<file path="src/rtl/skp_pkg.sv">
package skp_pkg;
  typedef struct packed {
    logic rd;
    logic wr;
    logic d;
  } skp_ev_t;
endpackage

</file>
<file path="src/rtl/skp_sync.sv">
module skp_sync #(
  parameter int W      = 4,
  parameter int STAGES = 2
) (
  input  logic         clk_i,
  input  logic         rst_ni,
  input  logic [W-1:0] in_i,
  input  logic [W-1:0] rst_val_i,
  output logic [W-1:0] out_o
);
  logic [W-1:0] stg [STAGES];

  for (genvar s = 0; s < STAGES; s++) begin : g_stg
    always_ff @(posedge clk_i or negedge rst_ni) begin
      if (!rst_ni) stg[s] <= rst_val_i;
      else if (s == 0) stg[s] <= in_i;
      else stg[s] <= stg[(s == 0) ? 0 : s-1];
    end
  end

  assign out_o = stg[STAGES-1];
endmodule

</file>
<file path="src/rtl/skp_cycle_dec.sv">
module skp_cycle_dec
  import skp_pkg::*;
(
  input  logic    clk_i,
  input  logic    rst_ni,
  input  logic    ce_n_s_i,
  input  logic    oe_n_s_i,
  input  logic    we_n_s_i,
  input  logic    d_s_i,
  output skp_ev_t ev_o
);
  logic ce_p, oe_p, we_p, d_p;

  always_ff @(posedge clk_i or negedge rst_ni) begin
    if (!rst_ni) begin
      ce_p <= 1'b1;
      oe_p <= 1'b1;
      we_p <= 1'b1;
      d_p  <= 1'b0;
    end else begin
      ce_p <= ce_n_s_i;
      oe_p <= oe_n_s_i;
      we_p <= we_n_s_i;
      d_p  <= d_s_i;
    end
  end

  // cycle ends on deasserting edge of chip enable; attributes from last low sample
  logic fin;
  assign fin     = ce_n_s_i && !ce_p;
  assign ev_o.wr = fin && !we_p;
  assign ev_o.rd = fin && we_p && !oe_p;
  assign ev_o.d  = d_p;
endmodule

</file>
<file path="src/rtl/skp_key_match.sv">
module skp_key_match
  import skp_pkg::*;
#(
  parameter int          KEY_BITS = 64,
  parameter logic [63:0] KEY_WORD = 64'h5CA3_3AC5_5CA3_3AC5,
  localparam int         PTR_W    = $clog2(KEY_BITS)
) (
  input  logic             clk_i,
  input  logic             rst_ni,
  input  logic             en_i,
  input  logic             abort_i,
  input  skp_ev_t          ev_i,
  output logic [PTR_W-1:0] ptr_o,
  output logic             hit_o
);
  localparam logic [PTR_W-1:0] LAST = PTR_W'(KEY_BITS - 1);

  logic [PTR_W-1:0] ptr_q;
  logic             dead_q;
  logic             bit_ok;

  assign bit_ok = (ev_i.d == KEY_WORD[ptr_q]);
  assign hit_o  = en_i && !abort_i && ev_i.wr && !dead_q && bit_ok && (ptr_q == LAST);
  assign ptr_o  = ptr_q;

  always_ff @(posedge clk_i or negedge rst_ni) begin
    if (!rst_ni) begin
      ptr_q  <= '0;
      dead_q <= 1'b1;
    end else if (abort_i) begin
      ptr_q  <= '0;
      dead_q <= 1'b1;
    end else if (en_i) begin
      if (ev_i.rd) begin
        ptr_q  <= '0;
        dead_q <= 1'b0;
      end else if (ev_i.wr && !dead_q) begin
        if (!bit_ok) begin
          dead_q <= 1'b1;
        end else if (ptr_q == LAST) begin
          ptr_q  <= '0;
          dead_q <= 1'b1;
        end else begin
          ptr_q <= ptr_q + 1'b1;
        end
      end
    end
  end
endmodule

</file>
<file path="src/rtl/skp_xfer.sv">
module skp_xfer
  import skp_pkg::*;
#(
  parameter int  REG_BYTES = 8,
  parameter int  BYTE_W    = 8,
  localparam int XFER_BITS = REG_BYTES * BYTE_W,
  localparam int CNT_W     = $clog2(XFER_BITS),
  localparam int BIT_W     = $clog2(BYTE_W),
  localparam int IDX_W     = $clog2(REG_BYTES)
) (
  input  logic                 clk_i,
  input  logic                 rst_ni,
  input  logic                 start_i,
  input  logic                 abort_i,
  input  skp_ev_t              ev_i,
  input  logic [XFER_BITS-1:0] snap_i,
  output logic                 active_o,
  output logic                 q_o,
  output logic                 commit_o,
  output logic [IDX_W-1:0]     commit_idx_o,
  output logic [BYTE_W-1:0]    commit_data_o
);
  localparam logic [CNT_W-1:0] LAST     = CNT_W'(XFER_BITS - 1);
  localparam logic [BIT_W-1:0] BIT_LAST = BIT_W'(BYTE_W - 1);

  logic                 active_q;
  logic [CNT_W-1:0]     cnt_q;
  logic [XFER_BITS-1:0] snap_q;
  logic [BYTE_W-1:0]    wbuf_q, wbuf_nx;
  logic [BIT_W-1:0]     bit_idx;

  assign bit_idx = cnt_q[BIT_W-1:0];

  always_comb begin
    wbuf_nx          = wbuf_q;
    wbuf_nx[bit_idx] = ev_i.d;
  end

  always_ff @(posedge clk_i or negedge rst_ni) begin
    if (!rst_ni) begin
      active_q      <= 1'b0;
      cnt_q         <= '0;
      snap_q        <= '0;
      wbuf_q        <= '0;
      commit_o      <= 1'b0;
      commit_idx_o  <= '0;
      commit_data_o <= '0;
    end else begin
      commit_o <= 1'b0;
      if (abort_i) begin
        active_q <= 1'b0;
        cnt_q    <= '0;
      end else if (start_i) begin
        active_q <= 1'b1;
        cnt_q    <= '0;
        snap_q   <= snap_i;
      end else if (active_q && (ev_i.rd || ev_i.wr)) begin
        if (ev_i.wr) begin
          wbuf_q <= wbuf_nx;
          if (bit_idx == BIT_LAST) begin
            commit_o      <= 1'b1;
            commit_idx_o  <= cnt_q[CNT_W-1:BIT_W];
            commit_data_o <= wbuf_nx;
          end
        end
        cnt_q <= cnt_q + 1'b1;
        if (cnt_q == LAST) active_q <= 1'b0;
      end
    end
  end

  assign active_o = active_q;
  assign q_o      = snap_q[cnt_q];
endmodule

</file>
<file path="src/rtl/serial_key_port.sv">
module serial_key_port
  import skp_pkg::*;
#(
  parameter int          REG_BYTES   = 8,
  parameter int          BYTE_W      = 8,
  parameter int          SYNC_STAGES = 2,
  parameter int          RST_IGN_BIT = 36,
  parameter logic [63:0] KEY_WORD    = 64'h5CA3_3AC5_5CA3_3AC5,
  localparam int         XFER_BITS   = REG_BYTES * BYTE_W,
  localparam int         IDX_W       = $clog2(REG_BYTES),
  localparam int         PTR_W       = $clog2(64)
) (
  input  logic                 clk_i,
  input  logic                 rst_ni,
  input  logic                 ce_n_i,
  input  logic                 oe_n_i,
  input  logic                 we_n_i,
  input  logic                 d_i,
  input  logic                 pwr_fail_i,
  input  logic                 ext_rst_ni,
  input  logic [XFER_BITS-1:0] reg_img_i,
  output logic                 mem_ce_n_o,
  output logic                 q_o,
  output logic                 q_oe_o,
  output logic                 commit_o,
  output logic [IDX_W-1:0]     commit_idx_o,
  output logic [BYTE_W-1:0]    commit_data_o
);
  logic [3:0]       bus_s;
  skp_ev_t          ev;
  logic             active, hit, abort;
  logic [PTR_W-1:0] ptr;

  skp_sync #(.W(4), .STAGES(SYNC_STAGES)) u_sync (
    .clk_i, .rst_ni,
    .in_i      ({ce_n_i, oe_n_i, we_n_i, d_i}),
    .rst_val_i (4'b1110),
    .out_o     (bus_s)
  );

  skp_cycle_dec u_dec (
    .clk_i, .rst_ni,
    .ce_n_s_i (bus_s[3]),
    .oe_n_s_i (bus_s[2]),
    .we_n_s_i (bus_s[1]),
    .d_s_i    (bus_s[0]),
    .ev_o     (ev)
  );

  assign abort = pwr_fail_i || (!ext_rst_ni && !reg_img_i[RST_IGN_BIT]);

  skp_key_match #(.KEY_BITS(64), .KEY_WORD(KEY_WORD)) u_match (
    .clk_i, .rst_ni,
    .en_i    (!active),
    .abort_i (abort),
    .ev_i    (ev),
    .ptr_o   (ptr),
    .hit_o   (hit)
  );

  skp_xfer #(.REG_BYTES(REG_BYTES), .BYTE_W(BYTE_W)) u_xfer (
    .clk_i, .rst_ni,
    .start_i       (hit),
    .abort_i       (abort),
    .ev_i          (ev),
    .snap_i        (reg_img_i),
    .active_o      (active),
    .q_o           (q_o),
    .commit_o      (commit_o),
    .commit_idx_o  (commit_idx_o),
    .commit_data_o (commit_data_o)
  );

  assign q_oe_o     = active && !pwr_fail_i && !bus_s[3] && !bus_s[2] && bus_s[1];
  assign mem_ce_n_o = pwr_fail_i || active || ce_n_i;
endmodule

</file>
<file path="config.mk">
export PLATFORM = sky130hd
export DESIGN_NAME = serial_key_port
export DESIGN_NICKNAME = d
export VERILOG_FILES = /design/src/rtl/skp_pkg.sv /design/src/rtl/skp_sync.sv /design/src/rtl/skp_cycle_dec.sv /design/src/rtl/skp_key_match.sv /design/src/rtl/skp_xfer.sv /design/src/rtl/serial_key_port.sv
export SDC_FILE = /design/constraint.sdc
export NUM_CORES = 1
export LEC_CHECK = 0
export ABC_AREA = 1
export BUFFER_PORTS_ARGS = -buffer_cell sky130_fd_sc_hd__buf_2
export CORE_MARGIN = 1.5
export CORE_UTILIZATION = 48
export DETAILED_ROUTE_END_ITERATION = 8
export GPL_TIMING_DRIVEN = 0
export PLACE_DENSITY = 0.73
export SLEW_MARGIN = 20
export SYNTH_ARGS = -nofsm -noshare
export SYNTH_HDL_FRONTEND = slang
export SYNTH_SLANG_ARGS = --single-unit
</file>
<file path="constraint.sdc">
create_clock -name clk_i -period 4.4 [get_ports clk_i]
set_input_delay 0.88 -clock clk_i [delete_from_list [all_inputs] [get_ports clk_i]]
set_output_delay 0.88 -clock clk_i [all_outputs]
set_load 0.1 [all_outputs]
</file>
==> out/qor.yml, run 1 <==
placed_design:
  dp_cells: 915
  dp_hpwl_mm: 8.79
  finalWeightedCongestion: 0.854
  io_buffers: 86
power_and_ir_drop:
  p_leak_uw: 0.00342
  p_seq_share_pct: 57.3
  power.density_mw_per_mm2: 293
  p_comb_share_pct: 6.3
  switching_share_pct: 23.1
  p_int_uw: 1390
  clockPowerShare_pct: 36.4
  vdd_drop_max_uv: 183
  p_sw_uw: 418
yosys:
  synthFlopType: "dfrtp_1"
  syn-num-nets: 763
  postSynth.asyncResetShare_pct: 100
  synth_area_mm2: 0.00532
  seq_area_frac_synth_pct: 52.0
  syn_area_per_cell_um2: 7.73
  synthCells: 688
  yosysWarnings: 0
  synth.ff_latch_count: 110
  synth_cell_types: 30
  synth-edff-count: 0
die:
  rows: 38
  dieArea_mm2: 0.0117
  dieHeight_um: 108
  die_x_um: 108
  ioPinCount: 87
  core_mm2: 0.0108
  start_util_pct: 49.0
routing:
  wire_per_inst_um: 13.2
  routed_wl_mm: 12.3
  via_per_inst: 4.98
  drc: 0
  drtIter0Drc: 271
  vias: 4633
  antenna_left: 0
  first_pass_iters: 6
setup_path:
  path_class: "reg -> out"
  critPathRequiredTime_ns: 3.52
  critPathCaptureType: "output port"
  cp-endpoint: "q_o"
  startpoint_type: "register"
  crit_arrival_ns: 2.69
  rr_startpoint: "u_match.ptr_o[0]"
  r2r-end: "u_xfer.snap_q[61]"
  cp-startpoint: "u_xfer.cnt_q[1]"
  path_max_fanout: 10
  reg2reg_depth: 8
  rrSetupSlack_ns: 2.41
finish:
  instances_no_fill: 930
  drive_above_1_share_pct: 18.5
  final_nets: 861
  fill_cells: 1000
  n_antenna_cell: 0
  area_growth_pct: 16.0
timing:
  grt_setup_unrepaired: "no"
  slew_headroom_pct: 54.2
  layout_min_cycle_time_ns: 3.57
  timing.setup.tns_ns: 0
  tightest_slew_ns: 0.681
  drv_slew: 0
  clock.fmax_mhz: 280
  setup_violations: 0
  hold_viol: 0
  finClkSkew_ns: 0.0112
  period_share_pct: 81.1
clock_tree:
  cts_htree_levels: 3
  clock_latency_ns: 0.37
  cts_buffer_depth: 2
  cts_resized: 0
  cts_buffers: 9
  cts_tree: "done"
  clk_pin_slew_worst_paths_ns: 0.10
  post_cts_buffers: 0
  clock_sinks: 110
  holdBufCountCts: 0
  cts-root-buf: "clkbuf_8"
global_route:
  grt_pass1_wl_mm: 21.2
  antenna_found_initial: 0
  grtUsageTotal_pct: 23.0
  grt_pass1_vias: 4621
  grt_max_degree: 84
  grt-ovfl-total: 0
min_path:
  hold_path.class: "in -> async"
job:
  maxCapViolations: 0
outcome:
  status: "finished clean"
==> worst min path at each step <==
stage | endpoint | start | slack, ns
global placement | u_dec.d_p | u_sync.out_o[0] | 0.34
finish | u_xfer.wbuf_q[2] | rst_ni | 0.36
floorplan | u_dec.d_p | u_sync.out_o[0] | 0.33
global route | u_xfer.wbuf_q[2] | rst_ni | 0.36
CTS | u_xfer.wbuf_q[2] | rst_ni | 0.36
detailed placement | u_dec.d_p | u_sync.out_o[0] | 0.34
==> cell usage after synthesis, types with 3 or more instances <==
cell / number / area share (%)
buf_6: 6 / 1.3
ha_1: 3 / 0.71
a21oi_1: 18 / 1.7
buf_2: 14 / 1.3
nand2_1: 253 / 18
nor2_1: 46 / 3.2
inv_1: 90 / 6.4
mux2_2: 3 / 0.64
nand3_1: 19 / 1.8
o21ai_1: 59 / 5.6
o21ai_0: 18 / 1.7
xor2_1: 4 / 0.66
nand4_1: 11 / 1.3
nor3_1: 6 / 0.56
dfstp_2: 10 / 4.9
o21ai_2: 3 / 0.49
clkbuf_1: 10 / 0.71
dfrtp_1: 100 / 47
==> final cells by class <==
class | count | area (um^2) | area share, %
sequential | 110 | 2770 | 44.8
multi-input combinational | 455 | 2030 | 32.9
timing repair buffer | 87 | 464 | 7.53
inverter | 93 | 349 | 5.66
buffer | 30 | 175 | 2.84
tap | 140 | 175 | 2.84
clock buffer | 10 | 128 | 2.07
clock inverter | 5 | 83.8 | 1.36
==> cells in the final DEF (no fill, tap or decap), types with 3 or more instances in the layout <==
cell type,instances
nor3_1,6
inv_1,90
nand3_1,19
xor2_1,4
nor2_1,46
mux2_2,3
nand2_1,253
buf_6,7
o21ai_1,59
nand4_1,11
dfstp_2,10
o21ai_0,18
dfrtp_1,100
buf_2,99
a21oi_1,18
ha_1,3
o21ai_2,3
clkbuf_1,11
clkbuf_8,9
==> metal layers <==
metal | wire, um | vias to the layer above | track usage (%)
li1 | - | 2317 | -
met1 | 5370 | 2153 | 29.8
met2 | 6010 | 136 | 38.8
met3 | 566 | 27 | 3.38
met4 | 299 | 0 | 9.12
met5 | 0 | - | 0
==> sequential cells by signal, indices dropped and copies added (netlist names), 3 cells and up <==
| register | count |
|---|---|
| u_xfer.snap_q | 64 |
| u_xfer.wbuf_q | 8 |
| u_sync.out_o | 4 |
| u_xfer.cnt_q | 6 |
| u_sync.stg | 4 |
| u_match.ptr_o | 6 |
| u_xfer.commit_data_o | 8 |
| u_xfer.commit_idx_o | 3 |
==> cell families after synthesis <==
kind of cell,after synthesis,synth area share (%)
XOR/XNOR,4,0.659
AND/OR/NAND/NOR,345,26.4
adder cells (fa/ha/maj),3,0.706
multiplexers,3,0.636
flip-flops,110,52.0
buffers and inverters,123,9.86
AO/OA/AOI/OAI,100,9.72
==> power by group through the flow <==
stage          combinational [uW]  sequential, uW  clock (uW)
2_1_floorplan                49.2            1050           0
3_3_place_gp                  108            1050           0
3_5_place_dp                  116            1050           0
4_1_cts                       116            1040         675
5_1_grt                       132            1040         711
6_report                      114            1040         658
==> per-stage QoR <==
| step | worst slack (ns) | hold slack, ns | power [uW] | util (%) | instance area, um^2 |
|---|---|---|---|---|---|
| detailed placement | 1.26 | 0.339 | 1170 | 54.9 | 5950 |
| floorplan | 0.542 | 0.331 | 1100 | - | 5320 |
| CTS | 0.856 | 0.361 | 1830 | 56.9 | 6170 |
| global placement | 1.24 | 0.343 | 1160 | 54.6 | 5920 |
| finish | 0.832 | 0.360 | 1810 | 56.9 | 6170 |
| global route | 0.648 | 0.364 | 1880 | 56.9 | 6170 |
==> worst max-delay path, cell delays in order, from the launching register on <==
cell	delay (ns)
dfrtp_1	0.46
inv_2	0.19
clkbuf_1	0.51
nand2_1	0.12
nand2_1	0.09
nand2_1	0.05
nand3_1	0.10
nand2_1	0.06
nor2_1	0.09
nor2_1	0.05
nor2_1	0.15
buf_2	0.46
(Power assumes the default switching activity.)
==> inputs of run 2 (changes only) <==
clock period = 3.3 ns   (was 4.4 ns; I/O delays follow)
==> run 2 against run 1 <==
First-iteration DRC count rose by 18%. Register-to-register slack worse by 1.2 ns. Sequential cell count unchanged. Via count rose by 0.30%. Non-clock buffer count unchanged. Hold slack got worse by 0.21 ns. Die area unchanged. Critical endpoint unchanged. Largest power group unchanged. Highest routed layer unchanged.
==> out/qor.yml, run 2 (synthesis results as in run 1) <==
power_and_ir_drop:
  p_sw_uw: 567  # +36%
  vdd_drop_max_uv: 411  # +120%
  switching_share_pct: 23.4  # +0.27 points
  p_leak_uw: 0.00345  # +0.95%
  p_seq_share_pct: 57.0  # -0.3 points
  p_int_uw: 1860  # +34%
  clockPowerShare_pct: 36.7  # +0.3 points
  p_comb_share_pct: 6.3  # about the same
  power.density_mw_per_mm2: 390  # +33%
  total_power_uw: 2420  # +34%
placed_design:
  finalWeightedCongestion: 0.853  # -0.13%
  io_buffers: 86  # unchanged
  dp_hpwl_mm: 8.93  # +1.6%
  dp_slack_ns: 0.369  # -0.895 ns
timing:
  timing.setup.tns_ns: 0  # unchanged
  hold_viol: 0  # unchanged
  period_share_pct: 95.1
  tightest_slew_ns: 0.582  # -0.0989 ns
  drv_slew: 0  # unchanged
  setup_violations: 0  # unchanged
  setup_ws_ns: 0.163  # -0.669 ns
  clock.fmax_mhz: 319
  layout_min_cycle_time_ns: 3.14
  slew_headroom_pct: 61.2  # +6.9 points
  hold_slack_ns: 0.153  # -0.207 ns
  finClkSkew_ns: 0.0140  # +0.00279 ns
  grt_setup_unrepaired: "no"
setup_path:
  reg2reg_depth: 8  # unchanged
  rr_startpoint: "u_match.ptr_o[0]"
  path_max_fanout: 10  # unchanged
  critPathRequiredTime_ns: 2.64  # -0.88 ns
  startpoint_type: "register"
  crit_arrival_ns: 2.48  # -0.21 ns
  critPathCaptureType: "output port"
  path_class: "reg -> out"
  r2r-end: "u_xfer.snap_q[55]"
  rrSetupSlack_ns: 1.26  # -1.15 ns
finish:
  final_nets: 861  # unchanged
  final_common_cell: "nand2_1"
  n_antenna_cell: 0  # unchanged
  final_util_pct: 57.3  # +0.39 points
  reg_top3: "u_xfer.snap_q (64), u_xfer.commit_data_o (8), u_xfer.wbuf_q (8)"
  most-common-layout-cells: "nand2_1, dfrtp_1, buf_2"
  drive_above_1_share_pct: 19.6  # +1.1 points
  top_register: "u_xfer.snap_q"
  area_growth_pct: 16.8
  fill_cells: 1047  # +4.7%
  largest_register_ffs: 64  # unchanged
die:
  dieHeight_um: 108  # unchanged
  dieArea_mm2: 0.0117  # unchanged
  rows: 38  # unchanged
  die_x_um: 108  # unchanged
  core_mm2: 0.0108  # unchanged
  start_util_pct: 49.0  # unchanged
  ioPinCount: 87  # unchanged
clock_tree:
  clock_latency_ns: 0.39  # +0.02 ns
  cts_buffers: 9  # unchanged
  cts_tree: "done"
  clock_sinks: 110  # unchanged
  cts_buffer_depth: 2  # unchanged
  cts_htree_levels: 3  # unchanged
  post_cts_buffers: 0  # unchanged
  clk_pin_slew_worst_paths_ns: 0.11  # about the same
  cts-root-buf: "clkbuf_8"
outcome:
  status: "finished clean"
global_route:
  grt-ovfl-total: 0  # unchanged
  antenna_found_initial: 0  # unchanged
  grt_pass1_wl_mm: 21.1  # -0.49%
  grt_max_degree: 75  # -11%
  grtUsageTotal_pct: 23.4  # +0.39 points
  grt_pass1_vias: 4627  # +0.13%
routing:
  routed_wl_mm: 12.5  # +1.8%
  wire_per_inst_um: 13.4  # +1.7%
  first_pass_iters: 5  # -1
  drtIter0Drc: 319  # +18%
  drc: 0  # unchanged
  vias: 4647  # +0.30%
  antenna_left: 0  # unchanged
  via_per_inst: 4.99  # +0.19%
job:
  maxCapViolations: 0  # unchanged
min_path:
  hold_path.class: "in -> async"
==> run 2: changes by cell type in the layout (fill, tap and decap cells not counted), moves of 3 or more <==
| cell | change |
|---|---|
| nor3_1 | -3 |
| clkbuf_8 | +3 |
| clkbuf_1 | -5 |
| clkbuf_2 | +4 |
| nor3_2 | +3 |
==> run 2: cell type report <==
class                   instances  area, um^2  share of cell area, %
plain buffers                  30         180                   2.90
clock inverters                 2        16.3                  0.262
flip-flops and latches        110        2770                   44.5
clock buffers                  14         215                   3.47
repair buffers                 87         467                   7.52
multi-input cells             455        2040                   32.9
inverters                      93         349                   5.62
well taps                     140         175                   2.82
==> run 2: per-stage QoR <==
stage	instances	instance area, um^2
2_1_floorplan	688	5320
4_1_cts	931	6190
3_5_place_dp	915	5960
3_3_place_gp	914	5930
6_report	931	6210
5_1_grt	931	6210
==> run 2: metal layers <==
| layer | track usage (%) | vias to the layer above | routed length (um) |
|---|---|---|---|
| met5 | 0 | - | 0 |
| li1 | - | 2314 | - |
| met1 | 29.5 | 2163 | 5680 |
| met4 | 11.2 | 0 | 383 |
| met3 | 4.82 | 35 | 549 |
| met2 | 38.4 | 135 | 5860 |
==> run 2: timing repair <==
| item | 4_1_cts | 5_1_grt |
|---|---|---|
| endpoints found under the setup margin | 1 | 1 |
| gates resized for setup | 1 | 10 |
| endpoints found under the hold margin | 0 | 0 |
| hold buffers | 0 | 0 |
==> run 2: power groups by stage <==
stage	clock network [uW]	registers, uW	logic [uW]
finish	890	1380	153
global route	960	1380	176
CTS	914	1380	156
detailed placement	0	1410	156
global placement	0	1410	144
floorplan	0	1400	65.7
==> run 2: worst max-delay path, stage by stage (launching register included) <==
cell and delay [ns]:
dfrtp_1 0.46, clkbuf_1 0.29, nor3_1 0.42, nand2_1 0.10, nand3_1 0.10, nor2_1 0.05, nor2_1 0.13, nor2_1 0.07
nor2_1 0.16, buf_4 0.32
==> run 2: worst max-delay path by stage <==
stage / start / end / slack, ns / depth (start not counted)
3_5_place_dp: u_xfer.cnt_q[0] / q_o / 0.37 / 10
2_1_floorplan: u_xfer.cnt_q[0] / q_o / 0.11 / 9
6_report: u_xfer.cnt_q[1] / q_o / 0.16 / 9
4_1_cts: u_xfer.cnt_q[0] / q_o / 0.04 / 10
5_1_grt: u_xfer.cnt_q[1] / q_o / 0.005 / 9
3_3_place_gp: rst_ni / u_xfer.snap_q[51] / 0.36 / 1
==> inputs of run 3 (changes only) <==
BUFFER_PORTS_ARGS = unset   (was -buffer_cell sky130_fd_sc_hd__buf_2)
DONT_BUFFER_PORTS = 1   (was unset)
PLACE_DENSITY = 0.66   (was 0.73)
==> run 3 against run 2 <==
Critical path depth unchanged. Combinational power decreased by 29%. Worst setup slack improved by 0.0082 ns. Global-route usage decreased by 0.95 points. Largest cell class unchanged. Cell count decreased by 9.2%. Sequential share of layout area increased by 3.8 points. Sequential power about the same. Clock skew increased by 0.0036 ns. Sequential cell count unchanged. Power decreased by 8.6%. Core utilization decreased by 4.5 points. Highest routed layer unchanged.
==> out/qor.yml, run 3 (synthesis results as in run 1) <==
global_route:
  grt-ovfl-total: 0  # unchanged
  grt_pass1_vias: 4110  # -11%
  antenna_found_initial: 0  # unchanged
  grtUsageTotal_pct: 22.4  # -0.95 points
  grt_max_degree: 101  # +35%
  grt_pass1_wl_mm: 19.9  # -5.4%
power_and_ir_drop:
  power.density_mw_per_mm2: 387  # -0.78%
  p_leak_uw: 0.00306  # -11%
  total_power_uw: 2220  # -8.6%
  vdd_drop_max_uv: 279  # -32%
clock_tree:
  clock_sinks: 110  # unchanged
  cts-root-buf: "clkbuf_8"
  clk_pin_slew_worst_paths_ns: 0.10  # about the same
  cts_buffers: 9  # unchanged
  clock_latency_ns: 0.39  # about the same
  cts_buffer_depth: 2  # unchanged
  cts_htree_levels: 3  # unchanged
  cts_tree: "done"
  post_cts_buffers: 0  # unchanged
setup_path:
  critPathCaptureType: "output port"
  path_max_fanout: 10  # unchanged
  cpPeakStageDelay_ns: 0.52  # +0.06 ns
  reg2reg_depth: 8  # unchanged
  path_class: "reg -> out"
  critPathRequiredTime_ns: 2.64  # about the same
  startpoint_type: "register"
  crit_arrival_ns: 2.47  # about the same
  path_delay_family: "simple AND/OR/NAND/NOR gates"
  crit_cells: 9  # unchanged
  cp.buffers_inverters: 2  # unchanged
  worstPathCellList: "buf_2 -> clkbuf_4 -> nor3_2 -> nand2_1 -> nand3_1 -> nor2_1 -> nor2_1 -> nor2_1 -> nor2_4"
  cp-startpoint: "u_xfer.cnt_q[0]"
  crit_slowest_cell: "nor2_4"
  rr_startpoint: "u_match.ptr_o[0]"
  crit_top_cell: "nor2_1"
timing:
  clock.fmax_mhz: 320  # +0.26%
  period_share_pct: 94.8  # -0.25 points
  finClkSkew_ns: 0.0176  # +0.00365 ns
  hold_slack_ns: 0.102  # -0.0506 ns
  tightest_slew_ns: 0.983  # +0.400 ns
  setup_violations: 0  # unchanged
  grt_setup_unrepaired: "no"
  slew_headroom_pct: 34.3  # -27 points
  setup_ws_ns: 0.171  # +0.00820 ns
  drv_slew: 0  # unchanged
  layout_min_cycle_time_ns: 3.13  # -0.00820 ns
  hold_viol: 0  # unchanged
placed_design:
  io_buffers: 0  # -100%
  dp_slack_ns: 0.115  # -0.254 ns
  finalWeightedCongestion: 0.874  # +2.4%
  placed_area_mm2: 0.00550  # -7.6%
  dp_cells: 828  # -9.5%
  dp_hpwl_mm: 8.42  # -5.7%
finish:
  drive_above_1_share_pct: 9.50  # -10 points
  most-common-layout-cells: "nand2_1, dfrtp_1, inv_1"
  largest_register_ffs: 64  # unchanged
  area_growth_pct: 7.65
  top_register: "u_xfer.snap_q"
  final_nets: 775  # -10%
  final_common_cell: "nand2_1"
  reg_top3: "u_xfer.snap_q (64), u_xfer.commit_data_o (8), u_xfer.wbuf_q (8)"
  instances_no_fill: 845  # -9.2%
  n_antenna_cell: 0  # unchanged
  final_area_mm2: 0.00572  # -7.8%
min_path:
  hold_path.class: "in -> async"
die:
  die_x_um: 108  # unchanged
  ioPinCount: 87  # unchanged
  dieHeight_um: 108  # unchanged
  start_util_pct: 49.0  # unchanged
  dieArea_mm2: 0.0117  # unchanged
  rows: 38  # unchanged
  core_mm2: 0.0108  # unchanged
job:
  maxCapViolations: 0  # unchanged
outcome:
  status: "finished clean"
routing:
  via_per_inst: 5.05  # +1.2%
  drc: 0  # unchanged
  first_pass_iters: 5  # unchanged
  wire_per_inst_um: 14.3  # +6.7%
  drtIter0Drc: 252  # -21%
  routed_wl_mm: 12.1  # -3.1%
  vias: 4267  # -8.2%
  antenna_left: 0  # unchanged
==> run 3: cell types whose count changed in the layout (fill, tap and decap cells not counted), sizes merged <==
cell / before / now
buf: 107 / 19
clkbuf: 24 / 25
clkinv: 1 / 2
==> run 3: worst paths after layout <==
check | to | slack (ns)
max in group asynchronous | u_xfer.cnt_q[3] | 2.69
setup reg to reg | u_xfer.snap_q[55] | 1.29
hold / removal | u_dec.ce_p | 0.10
hold reg to reg | u_sync.out_o[0] | 0.36
min in group clk_i | u_sync.stg[7] | 0.26
setup / recovery | q_o | 0.17
==> run 3: worst register-to-register path, stage by stage, from the launching register on <==
cell and delay [ns]:
dfrtp_1 0.44, ha_1 0.26, nand3_1 0.12, nor2_2 0.05, nand2_1 0.11, clkinv_1 0.13, nand4_4 0.19, clkbuf_1 0.49
o21ai_1 0.11
==> run 3: per-layer routing <==
layer  up-vias  GRT usage (%)  part of all wire (%)
met3        25           6.81                   5.6
met5         -              0                     0
li1       2153              -                     -
met1      1970           29.3                    46
met4         0           8.08                   2.7
met2       119           35.4                    46
==> run 3: area by class of cell <==
class	count	area [um^2]
plain buffers	30	185
flip-flops and latches	110	2770
well taps	140	175
clock inverters	3	21.3
fillers	1045	5120
clock buffers	13	139
inverters	93	349
multi-input cells	455	2060
repair buffers	1	27.5
==> run 3: timing repair <==
action	in CTS	in global routing
gates resized for setup	1	13
hold buffers	1	0
endpoints found under the hold margin	100	0
endpoints found under the setup margin	1	1
pin swaps	1	1
==> run 3: stage by stage <==
step                TNS [ns]  utilization (%)
CTS                        0             52.6
finish                     0             52.8
detailed placement         0             50.8
global placement      -0.378             50.7
global route               0             52.8
floorplan                  0                -
==> run 3: where the power goes <==
part	internal, uW	total, uW	switching, uW	leakage, uW
Sequential	1370	1380	13.1	0.00148
Clock	278	727	449	0.0000780
Combinational	27.6	108	80.4	0.00151
Total	1670	2220	543	0.00306
